--- src/rtl/hsync_pkg.sv ---
package hsync_pkg;

    localparam int TICK_W = 12;

    typedef logic [TICK_W-1:0] tick_t;

    typedef struct packed {
        tick_t period;
        tick_t sync_end;
        tick_t bp_end;
        tick_t early_off;
        logic  pol_high;
        logic  early_en;
    } hcfg_t;

    typedef enum logic [2:0] {
        SEL_PERIOD = 3'd0,
        SEL_SYNC   = 3'd1,
        SEL_BPORCH = 3'd2,
        SEL_EARLY  = 3'd3,
        SEL_CTRL   = 3'd4
    } wsel_e;

    function automatic hcfg_t apply_write(hcfg_t cur, wsel_e sel, tick_t data);
        hcfg_t nxt;
        nxt = cur;
        case (sel)
            SEL_PERIOD: nxt.period    = data;
            SEL_SYNC:   nxt.sync_end  = data;
            SEL_BPORCH: nxt.bp_end    = data;
            SEL_EARLY:  nxt.early_off = data;
            SEL_CTRL: begin
                nxt.pol_high = data[0];
                nxt.early_en = data[1];
            end
            default: nxt = cur;
        endcase
        return nxt;
    endfunction

endpackage

--- src/rtl/hsync_cfg_regs.sv ---
module hsync_cfg_regs
    import hsync_pkg::*;
#(
    parameter int DEF_PERIOD = 2669,
    parameter int DEF_SYNC   = 320,
    parameter int DEF_BPORCH = 480
) (
    input  logic  clk,
    input  logic  rst,
    input  logic  wr_en,
    input  logic [2:0] wr_sel,
    input  tick_t wr_data,
    input  logic  commit,
    output hcfg_t staged_o,
    output hcfg_t active_o
);
    localparam hcfg_t CFG_RESET = '{
        period:    tick_t'(DEF_PERIOD),
        sync_end:  tick_t'(DEF_SYNC),
        bp_end:    tick_t'(DEF_BPORCH),
        early_off: '0,
        pol_high:  1'b0,
        early_en:  1'b0
    };

    hcfg_t staged_q, active_q;

    always_ff @(posedge clk) begin
        if (rst) begin
            staged_q <= CFG_RESET;
            active_q <= CFG_RESET;
        end else begin
            if (wr_en)
                staged_q <= apply_write(staged_q, wsel_e'(wr_sel), wr_data);
            if (commit)
                active_q <= staged_q;
        end
    end

    assign staged_o = staged_q;
    assign active_o = active_q;
endmodule

--- src/rtl/hsync_line_counter.sv ---
module hsync_line_counter
    import hsync_pkg::*;
#(
    parameter int LEAD = 3
) (
    input  logic  clk,
    input  logic  rst,
    input  logic  enable,
    input  tick_t period_act,
    input  tick_t period_staged,
    output tick_t cnt_o,
    output logic  wrap_o,
    output logic  started_o
);
    localparam tick_t LEAD_T = tick_t'(LEAD);

    tick_t cnt_q;
    logic  started_q;
    logic  wrap;

    assign wrap = enable && (cnt_q == period_act - 1'b1);

    always_ff @(posedge clk) begin
        if (rst) begin
            cnt_q     <= '0;
            started_q <= 1'b0;
        end else if (!enable) begin
            cnt_q     <= period_staged - LEAD_T;
            started_q <= 1'b0;
        end else if (wrap) begin
            cnt_q     <= '0;
            started_q <= 1'b1;
        end else begin
            cnt_q <= cnt_q + 1'b1;
        end
    end

    assign cnt_o     = cnt_q;
    assign wrap_o    = wrap;
    assign started_o = started_q;
endmodule

--- src/rtl/hsync_decode.sv ---
module hsync_decode
    import hsync_pkg::*;
(
    input  logic  enable,
    input  logic  started,
    input  tick_t cnt,
    input  hcfg_t cfg,
    output logic  hsync_o,
    output logic  pix_gate_o,
    output logic  line_start_o,
    output logic  early_o
);
    logic              live;
    logic              sync_act;
    logic [TICK_W:0]   early_pt;

    assign live     = enable && started;
    assign sync_act = live && (cnt < cfg.sync_end);
    assign early_pt = {1'b0, cfg.bp_end} - {1'b0, cfg.early_off};

    assign hsync_o      = cfg.pol_high ? sync_act : !sync_act;
    assign pix_gate_o   = live && (cnt >= cfg.bp_end);
    assign line_start_o = live && (cnt == '0);
    assign early_o      = live && cfg.early_en && !early_pt[TICK_W]
                          && (cnt == early_pt[TICK_W-1:0]);
endmodule

--- src/rtl/hsync_timer.sv ---
module hsync_timer
    import hsync_pkg::*;
#(
    parameter int DEF_PERIOD = 2669,
    parameter int DEF_SYNC   = 320,
    parameter int DEF_BPORCH = 480,
    parameter int LEAD       = 3
) (
    input  logic        clk,
    input  logic        rst,
    input  logic        enable,
    input  logic        wr_en,
    input  logic [2:0]  wr_sel,
    input  logic [11:0] wr_data,
    output logic        hsync_o,
    output logic        pix_gate_o,
    output logic        line_start_o,
    output logic        early_o
);
    hcfg_t cfg_staged, cfg_act;
    tick_t cnt;
    logic  wrap, started, commit;

    assign commit = !enable || wrap;

    hsync_cfg_regs #(
        .DEF_PERIOD(DEF_PERIOD),
        .DEF_SYNC  (DEF_SYNC),
        .DEF_BPORCH(DEF_BPORCH)
    ) cfg_i (
        .clk     (clk),
        .rst     (rst),
        .wr_en   (wr_en),
        .wr_sel  (wr_sel),
        .wr_data (wr_data),
        .commit  (commit),
        .staged_o(cfg_staged),
        .active_o(cfg_act)
    );

    hsync_line_counter #(.LEAD(LEAD)) cnt_i (
        .clk          (clk),
        .rst          (rst),
        .enable       (enable),
        .period_act   (cfg_act.period),
        .period_staged(cfg_staged.period),
        .cnt_o        (cnt),
        .wrap_o       (wrap),
        .started_o    (started)
    );

    hsync_decode dec_i (
        .enable      (enable),
        .started     (started),
        .cnt         (cnt),
        .cfg         (cfg_act),
        .hsync_o     (hsync_o),
        .pix_gate_o  (pix_gate_o),
        .line_start_o(line_start_o),
        .early_o     (early_o)
    );

    // a running count never reaches the working period
    assert_cnt_in_range_R1: assert property (@(posedge clk) disable iff (rst)
        started |-> (cnt < cfg_act.period));

    // the reload pulse lasts a single cycle
    assert_line_start_single_R6: assert property (@(posedge clk) disable iff (rst)
        line_start_o |=> !line_start_o);

    // the gate only drops at a reload or when stopped
    assert_gate_falls_at_reload_R4: assert property (@(posedge clk) disable iff (rst)
        $fell(pix_gate_o) |-> (line_start_o || !enable));

    // the early event lasts a single cycle
    assert_early_single_R5: assert property (@(posedge clk) disable iff (rst)
        early_o |=> !early_o);

    // working timing only changes at a line boundary while running
    assert_cfg_stable_midline_R8: assert property (@(posedge clk) disable iff (rst)
        (enable && $past(enable) && !line_start_o) |-> $stable(cfg_act));

    // stopped timer holds sync at its inactive level
    assert_sync_idle_when_off_R9: assert property (@(posedge clk) disable iff (rst)
        !enable |-> (hsync_o == !cfg_act.pol_high && !pix_gate_o));
endmodule

--- config.mk ---
export PLATFORM = sky130hd
export DESIGN_NAME = hsync_timer
export DESIGN_NICKNAME = d
export VERILOG_FILES = /design/src/rtl/hsync_pkg.sv /design/src/rtl/hsync_cfg_regs.sv /design/src/rtl/hsync_line_counter.sv /design/src/rtl/hsync_decode.sv /design/src/rtl/hsync_timer.sv
export SDC_FILE = /design/constraint.sdc
export NUM_CORES = 1
export LEC_CHECK = 0
export ABC_AREA = 1
export ABC_CLOCK_PERIOD_IN_PS = 2300
export BUFFER_PORTS_ARGS = -buffer_cell sky130_fd_sc_hd__buf_2
export CAP_MARGIN = 20
export CORE_MARGIN = 1.5
export CORE_UTILIZATION = 43
export CTS_CLUSTER_DIAMETER = 40
export DETAILED_ROUTE_END_ITERATION = 10
export RECOVER_POWER = 50
export SLEW_MARGIN = 10
export SYNTH_ARGS = -nofsm -noshare
export SYNTH_HDL_FRONTEND = slang
export SYNTH_SLANG_ARGS = --single-unit
--- constraint.sdc ---
create_clock -name clk -period 2.3 [get_ports clk]
set_input_delay 0.115 -clock clk [delete_from_list [all_inputs] [get_ports clk]]
set_output_delay 0.115 -clock clk [all_outputs]
set_load 0.005 [all_outputs]
# After elaboration in Yosys (flattened, before gate mapping)
# Index checks and enable logic that the tools add are counted.
# word_totals
word_cells	50
register_bits	113
input_bits	19
out_inout_bits	4
# classes
eq_ne	6
magnitude_cmp	2
reduce_logical	20
n_mux	3
addsub	4
bitwise_logic	1
# ops
cell	n
$eq 12x12->1	2
$mux 12	2
$sub 12x12->13	1
$add 12x1->12 const B	1
$ge 12x12->1	1
$logic_not 12->1	1
$lt 12x12->1	1
$sub 12x1->12 const B	1
$sub 12x2->12 const B	1
$reduce_and 2->1	5
$logic_and 1x1->1	8
$eq 3x2->1 const B	2
$eq 3x1->1 const B	1
$eq 3x3->1 const B	1
$logic_not 1->1	3
$logic_not 3->1	1
$reduce_or 2->1	1
$logic_or 1x1->1	1
$mux 1	1
$not 1->1	1

# Depth between registers and ports, before layout
# Gate-level depths: netlist of run 1.
# logic_depth
depth_word	5
depth_mapped	16
depth_no_buf	16

# Hierarchy
# Synthesis of run 1 repeated with hierarchy kept, for this count alone.
# unflattened
hier_cells	1027
hier_area_um2	6695.2
# modules_own_cells
module	area_per_inst_um2	seq_area_each_um2	n_inst	cells_each
hsync_cfg_regs	3683.5	2001.9	1	504
hsync_decode	1522.7	0.0	1	269
hsync_line_counter	1481.4	260.2	1	252
hsync_timer	7.5	0.0	1	2

# Worst setup path after synthesis of run 1
# Ideal clock, no wire load.
# synth_timing
path_kind	register to output
from	reg cfg_i.active_q (netlist bit cfg_i.active_o[14])
to	out early_o
stages_incl_launch_ff	15
arrival_ns	1.808
path_slack_ns	0.377
cell_sequence	dfxtp_1 inv_1 ha_1 fa_1 inv_1 nand2_1 nand2_1 nand2_1 o21ai_0 nand2_1 nand3_1 nand2_1 nor2_1 nand4_1 nor2_1
# synth_between
elab_chain_cells	4
word_cells_on_any_way	5
cone_classes	1 x add/sub; 1 x eq/ne; 3 x reduce/logical
# synth_lines
item	line	rtl
start, declared	hsync_cfg_regs.sv:26	hcfg_t staged_q, active_q;
start signal, assigned	hsync_cfg_regs.sv:36	active_q <= staged_q;
$sub 12x12->13 (*)	hsync_decode.sv:19	assign early_pt = {1'b0, cfg.bp_end} - {1'b0, cfg.early_off};
parallel branches: the longest is 2 deep, another holds $eq 12x12->1	n/a	
$logic_and 1x1->1 (*)	hsync_decode.sv:25	&& (cnt == early_pt[TICK_W-1:0]);
end, declared	hsync_timer.sv:18	output logic early_o
# Every way passes the cells marked *.

# Worst setup path after layout of run 1
# Ends and elaborated chain as after synthesis.

==> impl_metrics.tcl, run 1 <==
set metrics [dict create \
    outcome "finished with violations" \
    violations "max-capacitance violations, max-slew violations, negative setup slack" \
    fin_crit_sh 1.057 \
    reg2reg_slack_ns 0.02 \
    vias 6135 \
    grt_usage 0.2412 \
    power_leakage_nw 3.649 \
    crit_top_cell "nor2_1" \
    cp_max_fo 2 \
    core_area_mm2 0.01464 \
    r2r-end "cfg_i.active_o[34]" \
    r2r_start "cfg_i.active_o[38]" \
    initial_core_util 0.4444 \
    slowest_delay_ns 0.52 \
    design_area_mm2 0.007689 \
    synthAdderAreaFrac 0.07806 \
    min_path_type "input port to register" \
    hold_violations 0 \
    relSlewSlack -0.1182 \
    setup_tns_ns -0.1304 \
    synth_xor_area_frac 0.04576 \
    hold_path_depth 3 \
    place_congestion 0.8555 \
    ys_seq_area_frac 0.3476 \
    synth_top_family_by_area "simple AND/OR/NAND/NOR gates" \
    finalSetupViolCount 1 \
    muxShareOfSynthArea 0 \
    grt_pass1_wl_um 29970 \
    grt_max_degree 88 \
    antenna_found_initial 0 \
    crit_arrival_ns 2.32 \
    maxCapViolations 1 \
    ir_drop_mv 0.4316 \
    min_period_ns 2.430 \
    clk_pin_slew_worst_paths_ns 0.05 \
    synth_cell_types 31 \
    fin_ws_ns -0.1304 \
    path_cells "inv_2 > ha_4 > fa_2 > nor2_1 > nor2_1 > nand3_1 > nor2_1 > nand3_1 > nor2_1 > nand3_1 > nor2_1 > nand4_1 > nor2_1 > buf_2" \
    die_y_um 126.0 \
    hold_path_end "cfg_i.staged_o[44]" \
    slowest_stage "fa_2" \
    fin_nets 1058 \
    fp.dieW_um 126.0 \
    netlist_instances 975 \
    cts_root_buffer "clkbuf_16" \
    synth_compound_area_frac 0.1200 \
    synth_nets 1034 \
    total_power_mw 5.854 \
    cts_buffers 17 \
    critPathRequiredTime_ns 2.18 \
    maxSlewViolCount 88 \
    synth-simple-area-share 0.3059 \
    area_growth_pct 18.15 \
    port_buffers 22 \
    drt_wl_total_um 18500 \
    antenna_cells 0 \
    gr-total-overflow 0 \
    syn_area_mm2 0.006507 \
    yosysWarnings 0 \
    tritoncts "yes" \
    die-area_mm2 0.01588 \
    drc 0 \
    startpoint_type "register" \
    drive_gt1_frac 0.1018 \
    post_dp_cell_area_mm2 0.006867 \
    post_drt_wl_per_cell_um 15.47 \
    vias_per_cell 5.130 \
    drtIter0Drc 466 \
    htree_levels 4 \
    rsz0062_at_grt "yes" \
    avgSynthCellArea_um2 6.674 \
    insertion_delay_ns 0.42 \
    cts_buffer_depth 2 \
    tightest_slew_ns 1.677 \
    place.detailed.hpwl_um 13100 \
    p_per_area_mw_per_mm2 761.4 \
    postRouteAntennaNets 0 \
    finClkSkew_ns 0.007183 \
    rows 44 \
    num_io_pins 23 \
    first_pass_iters 5 \
    worst-setup-path-type "register to output pin" \
    fmax_mhz 411.5 \
    first_global_vias 5640 \
    r2r_cells 15 \
    hold_ws_ns 0.009426 \
    min_from "wr_data[6]" \
    ys_ff_latch 113 \
    cts_sinks 113 \
    endpoint_kind "output pin" \
]
-- how the worst max path moves through the flow --
stage | start | endpoint | slack [ns]
2_1_floorplan | cfg_i.active_o[14] | early_o | 0.38
3_3_place_gp | cfg_i.active_o[14] | early_o | 0.17
3_5_place_dp | cfg_i.active_o[14] | early_o | 0.13
4_1_cts | cfg_i.active_o[14] | early_o | -0.19
5_1_grt | cfg_i.active_o[14] | early_o | -0.35
6_report | cfg_i.active_o[14] | early_o | -0.13
-- sequential cells by signal, indices dropped and copies added, names as in the netlist --
| name | flops |
|---|---|
| cnt_i.cnt_o | 12 |
| cnt_i.started_o | 1 |
| cfg_i.staged_o | 50 |
| cfg_i.active_o | 50 |
-- final cells by class --
cell class	instances	area, µm²
Clock buffer	23	467.9
Clock inverter	9	178.9
Fill cell	1468	6955
Inverter	121	456.7
Multi-Input combinational cell	693	3659
Sequential cell	113	2268
Tap cell	184	230.2
Timing Repair Buffer	53	427.9
-- report_power, final --
part / switching [mW] / internal [mW]
logic: 0.515 / 0.327
registers: 0.0752 / 2.05
clock network: 0.908 / 1.98
total: 1.50 / 4.36
-- per-stage QoR --
stage | cells | utilization | worst slack, ns
2_1_floorplan | 975 | - | 0.3769
3_3_place_gp | 1157 | 0.4689 | 0.1652
3_5_place_dp | 1157 | 0.4689 | 0.1342
4_1_cts | 1192 | 0.5177 | -0.1883
5_1_grt | 1196 | 0.5250 | -0.3512
6_report | 1196 | 0.5250 | -0.1304
-- placed cells by master (no fill, tap or decap), types with 6 or more instances in the layout --
cell type	netlist	layout
nand2_1	188	183
nor2_1	129	129
nand3_1	122	122
inv_1	121	119
dfxtp_1	113	110
a21oi_1	88	86
o21ai_0	51	48
ha_1	39	35
xor2_1	22	22
buf_2	10	19
clkbuf_16	0	18
buf_4	1	18
xnor2_1	12	12
nand4_1	11	11
nor3_1	6	6
clkbuf_1	26	6
-- critical path: cells and delay by family, from the launching register on --
| family | cells | cell delay [ns] |
|---|---|---|
| adders and majority gates | 2 | 0.67 |
| and+or+nand+nor | 10 | 0.74 |
| DFF | 1 | 0.33 |
| buffers and inverters | 2 | 0.16 |
-- cell families after synthesis --
family | count (synthesis)
adder cells (fa/ha/maj) | 40
flip-flops | 113
AO/OA/AOI/OAI | 150
XOR/XNOR | 34
AND/OR/NAND/NOR | 469
buffers and inverters | 169
-- Yosys cell counts (all sizes together) --
library cell / n / area, µm²
nand2: 189 / 711.9
nor2: 131 / 501.7
nand3: 122 / 610.6
inv: 121 / 454.2
dfxtp: 113 / 2262
a21oi: 88 / 440.4
o21ai: 51 / 255.2
ha: 39 / 488.0
clkbuf: 28 / 107.6
xor2: 22 / 192.7
buf: 20 / 106.4
xnor2: 12 / 105.1
nand4: 11 / 68.82
nor3: 6 / 30.03
nand3b: 4 / 30.03
o211ai: 4 / 30.03
or2: 4 / 25.02
a21boi: 2 / 15.01
nor4: 2 / 12.51
o31ai: 2 / 15.01
a211oi: 1 / 7.510
a21o: 1 / 7.510
fa: 1 / 20.02
o211a: 1 / 10.01
-- routing by layer --
metal | routed length [µm] | vias up | global-route usage
met5 | 0 | - | 0
met4 | 268 | 0 | 0.08114
met3 | 897 | 20 | 0.04036
met2 | 7831 | 142 | 0.3533
met1 | 9506 | 2770 | 0.3579
li1 | - | 3203 | -
-- repair_timing --
item                                    in CTS  in global routing
gates resized for setup                     14                 21
gates cloned                                 0                  1
setup buffers                                0                  3
hold buffers                                 3                  0
hold endpoints to repair                     4                  0
endpoints found under the setup margin       2                 17
pin swaps                                    4                 11
Note: power is estimated with default switching activity, not from simulation.
==> inputs of run 2 (changes only) <==
--- a/config.mk
+++ b/config.mk
@@ -6,7 +6,7 @@
 export NUM_CORES = 1
 export LEC_CHECK = 0
 export ABC_AREA = 1
-export ABC_CLOCK_PERIOD_IN_PS = 2300
+export ABC_CLOCK_PERIOD_IN_PS = 2100
 export BUFFER_PORTS_ARGS = -buffer_cell sky130_fd_sc_hd__buf_2
 export CAP_MARGIN = 20
 export CORE_MARGIN = 1.5
==> constraint.sdc (replaced) <==
create_clock -name clk -period 2.1 [get_ports clk]
set_input_delay 0.105 -clock clk [delete_from_list [all_inputs] [get_ports clk]]
set_output_delay 0.105 -clock clk [all_outputs]
set_load 0.005 [all_outputs]
==> impl_metrics.tcl, run 2 (same netlist as run 1, synthesis figures left out) <==
set metrics [dict create \
    outcome "finished with violations" \
    violations "negative setup slack" \
    grt_max_degree 60 \
    fin_ws_ns -0.4111 \
    drc 0 \
    drive_gt1_frac 0.2112 \
    insertion_delay_ns 0.42 \
    reg2reg_slack_ns -0.05 \
    slowest_stage "ha_1" \
    maxSlewViolCount 0 \
    die-area_mm2 0.01588 \
    fp.dieW_um 126.0 \
    vias 6392 \
    first_pass_iters 7 \
    fin_nets 1102 \
    cp_max_fo 5 \
    r2r_cells 17 \
    startpoint_type "register" \
    rows 44 \
    antenna_cells 0 \
    initial_core_util 0.4444 \
    power_leakage_nw 3.955 \
    antenna_found_initial 0 \
    cpLargestDelayFamily "simple AND/OR/NAND/NOR gates" \
    cts_buffers 17 \
    grt_usage 0.2414 \
    r2r-end "cfg_i.active_o[16]" \
    first_global_vias 5607 \
    fillCellCount 1394 \
    hold_path_depth 3 \
    mostFrequentLayoutCell "nand2_1" \
    drt_wl_total_um 19370 \
    vias_per_cell 5.155 \
    slowest_delay_ns 0.39 \
    drtIter0Drc 484 \
    fin_crit_sh 1.196 \
    mostFrequentLayoutCells "nand2_1, nor2_1, inv_1, nand3_1, dfxtp_1" \
    relSlewSlack 0.05756 \
    die_y_um 126.0 \
    post_drt_wl_per_cell_um 15.62 \
    worst-setup-path-type "register to output pin" \
    path_cells "inv_1 > ha_1 > a21oi_1 > nand2_1 > nand2_1 > nand2_1 > nand2_1 > nand2_1 > nor2_1 > nand3_1 > nor2_1 > nand4_1 > nor2_1 > buf_2" \
    tritoncts "yes" \
    maxCapViolations 0 \
    place.detailed.hpwl_um 13580 \
    hold_violations 0 \
    p_per_area_mw_per_mm2 761.0 \
    min_path_type "input port to register" \
    crit_arrival_ns 2.41 \
    gr-total-overflow 0 \
    cts_sinks 113 \
    cp.depth 14 \
    min_from "wr_data[3]" \
    tightest_slew_ns 1.414 \
    hold_ws_ns 0.02025 \
    area_growth_pct 29.19 \
    ir_drop_mv 0.5523 \
    min_period_ns 2.511 \
    htree_levels 4 \
    worstSetupStartpoint "cfg_i.active_o[4]" \
    cts_root_buffer "clkbuf_16" \
    cts_buffer_depth 2 \
    postRouteAntennaNets 0 \
    clk_pin_slew_worst_paths_ns 0.05 \
    finClkSkew_ns 0.008116 \
    fmax_mhz 398.2 \
    core_area_mm2 0.01464 \
    setup_tns_ns -0.5427 \
    num_io_pins 23 \
    finalSetupViolCount 5 \
    endpoint_kind "output pin" \
    critPathRequiredTime_ns 2.00 \
    grt_pass1_wl_um 29960 \
    r2r_start "cfg_i.active_o[39]" \
    place_congestion 0.8440 \
    rsz0062_at_grt "yes" \
    crit_top_cell "nand2_1" \
    port_buffers 22 \
    path_buf_inv 2 \
    crit_path_end "early_o" \
]
[run 2: cell count changes in the layout (fill, tap and decap cells not counted), moves of 7 or more]
cell and delta:
dfxtp_2 +11, nand3_1 -13, a21oi_2 +23, nor2_1 -9, dfxtp_1 -11, nand2_1 -7
nand3_2 +13, buf_4 +30, a21oi_1 -25, buf_6 +9
[run 2: cell type report]
| type | count | area (µm²) | share of cell area |
|---|---|---|---|
| Sequential cell | 113 | 2282 | 0.2715 |
| Clock inverter | 10 | 157.7 | 0.01875 |
| Multi-Input combinational cell | 693 | 3960 | 0.4711 |
| Clock buffer | 22 | 464.2 | 0.05522 |
| Timing Repair Buffer | 97 | 858.3 | 0.1021 |
| Tap cell | 184 | 230.2 | 0.02739 |
| Inverter | 121 | 454.2 | 0.05403 |
[run 2: what timing repair did]
| action | CTS | global route |
|---|---|---|
| gates resized for setup | 28 | 107 |
| buffers inserted | 3 | 8 |
| gates cloned | 0 | 4 |
| endpoints found under the setup margin | 12 | 64 |
| pin swaps | 13 | 45 |
| hold buffers | 3 | 0 |
| endpoints found under the hold margin | 7 | 0 |
[run 2: power by group]
group          total [mW]  switching (mW)  internal [mW]
Combinational        1.03           0.610          0.416
Sequential           2.33          0.0775           2.25
Clock                3.04            1.01           2.04
[run 2: metal layers]
metal,part of all wire,global-route usage,vias up
met2,0.43,0.3536,187
met1,0.50,0.3600,2881
met4,0.022,0.08181,0
met5,0,0,-
li1,-,-,3292
met3,0.050,0.03696,32
[run 2: how the worst min path moves through the flow]
stage          slack (ns)                 end
3_5_place_dp         0.38  cfg_i.staged_o[40]
4_1_cts             0.005  cfg_i.staged_o[21]
5_1_grt             0.009  cfg_i.staged_o[22]
2_1_floorplan        0.17      cnt_i.cnt_o[0]
3_3_place_gp         0.38  cfg_i.staged_o[40]
6_report             0.02  cfg_i.staged_o[41]
[run 2: worst min-delay path, delay by kind of cell]
kind | cells | cell delay, ns
compound gates | 1 | 0.07
buf+inv | 1 | 0.16
simple gates | 1 | 0.07
[run 2: metrics by stage]
stage            util  worst slack, ns  total power [mW]  instance area, µm²  cells
6_report       0.5741          -0.4111             6.397                8407   1240
3_3_place_gp   0.4850         -0.01225             3.273                7102   1190
2_1_floorplan       -           0.1869             2.982                6507    975
5_1_grt        0.5741          -0.6613             6.673                8407   1240
4_1_cts        0.5371          -0.4830             6.346                7865   1228
3_5_place_dp   0.4850         -0.08709             3.276                7102   1190
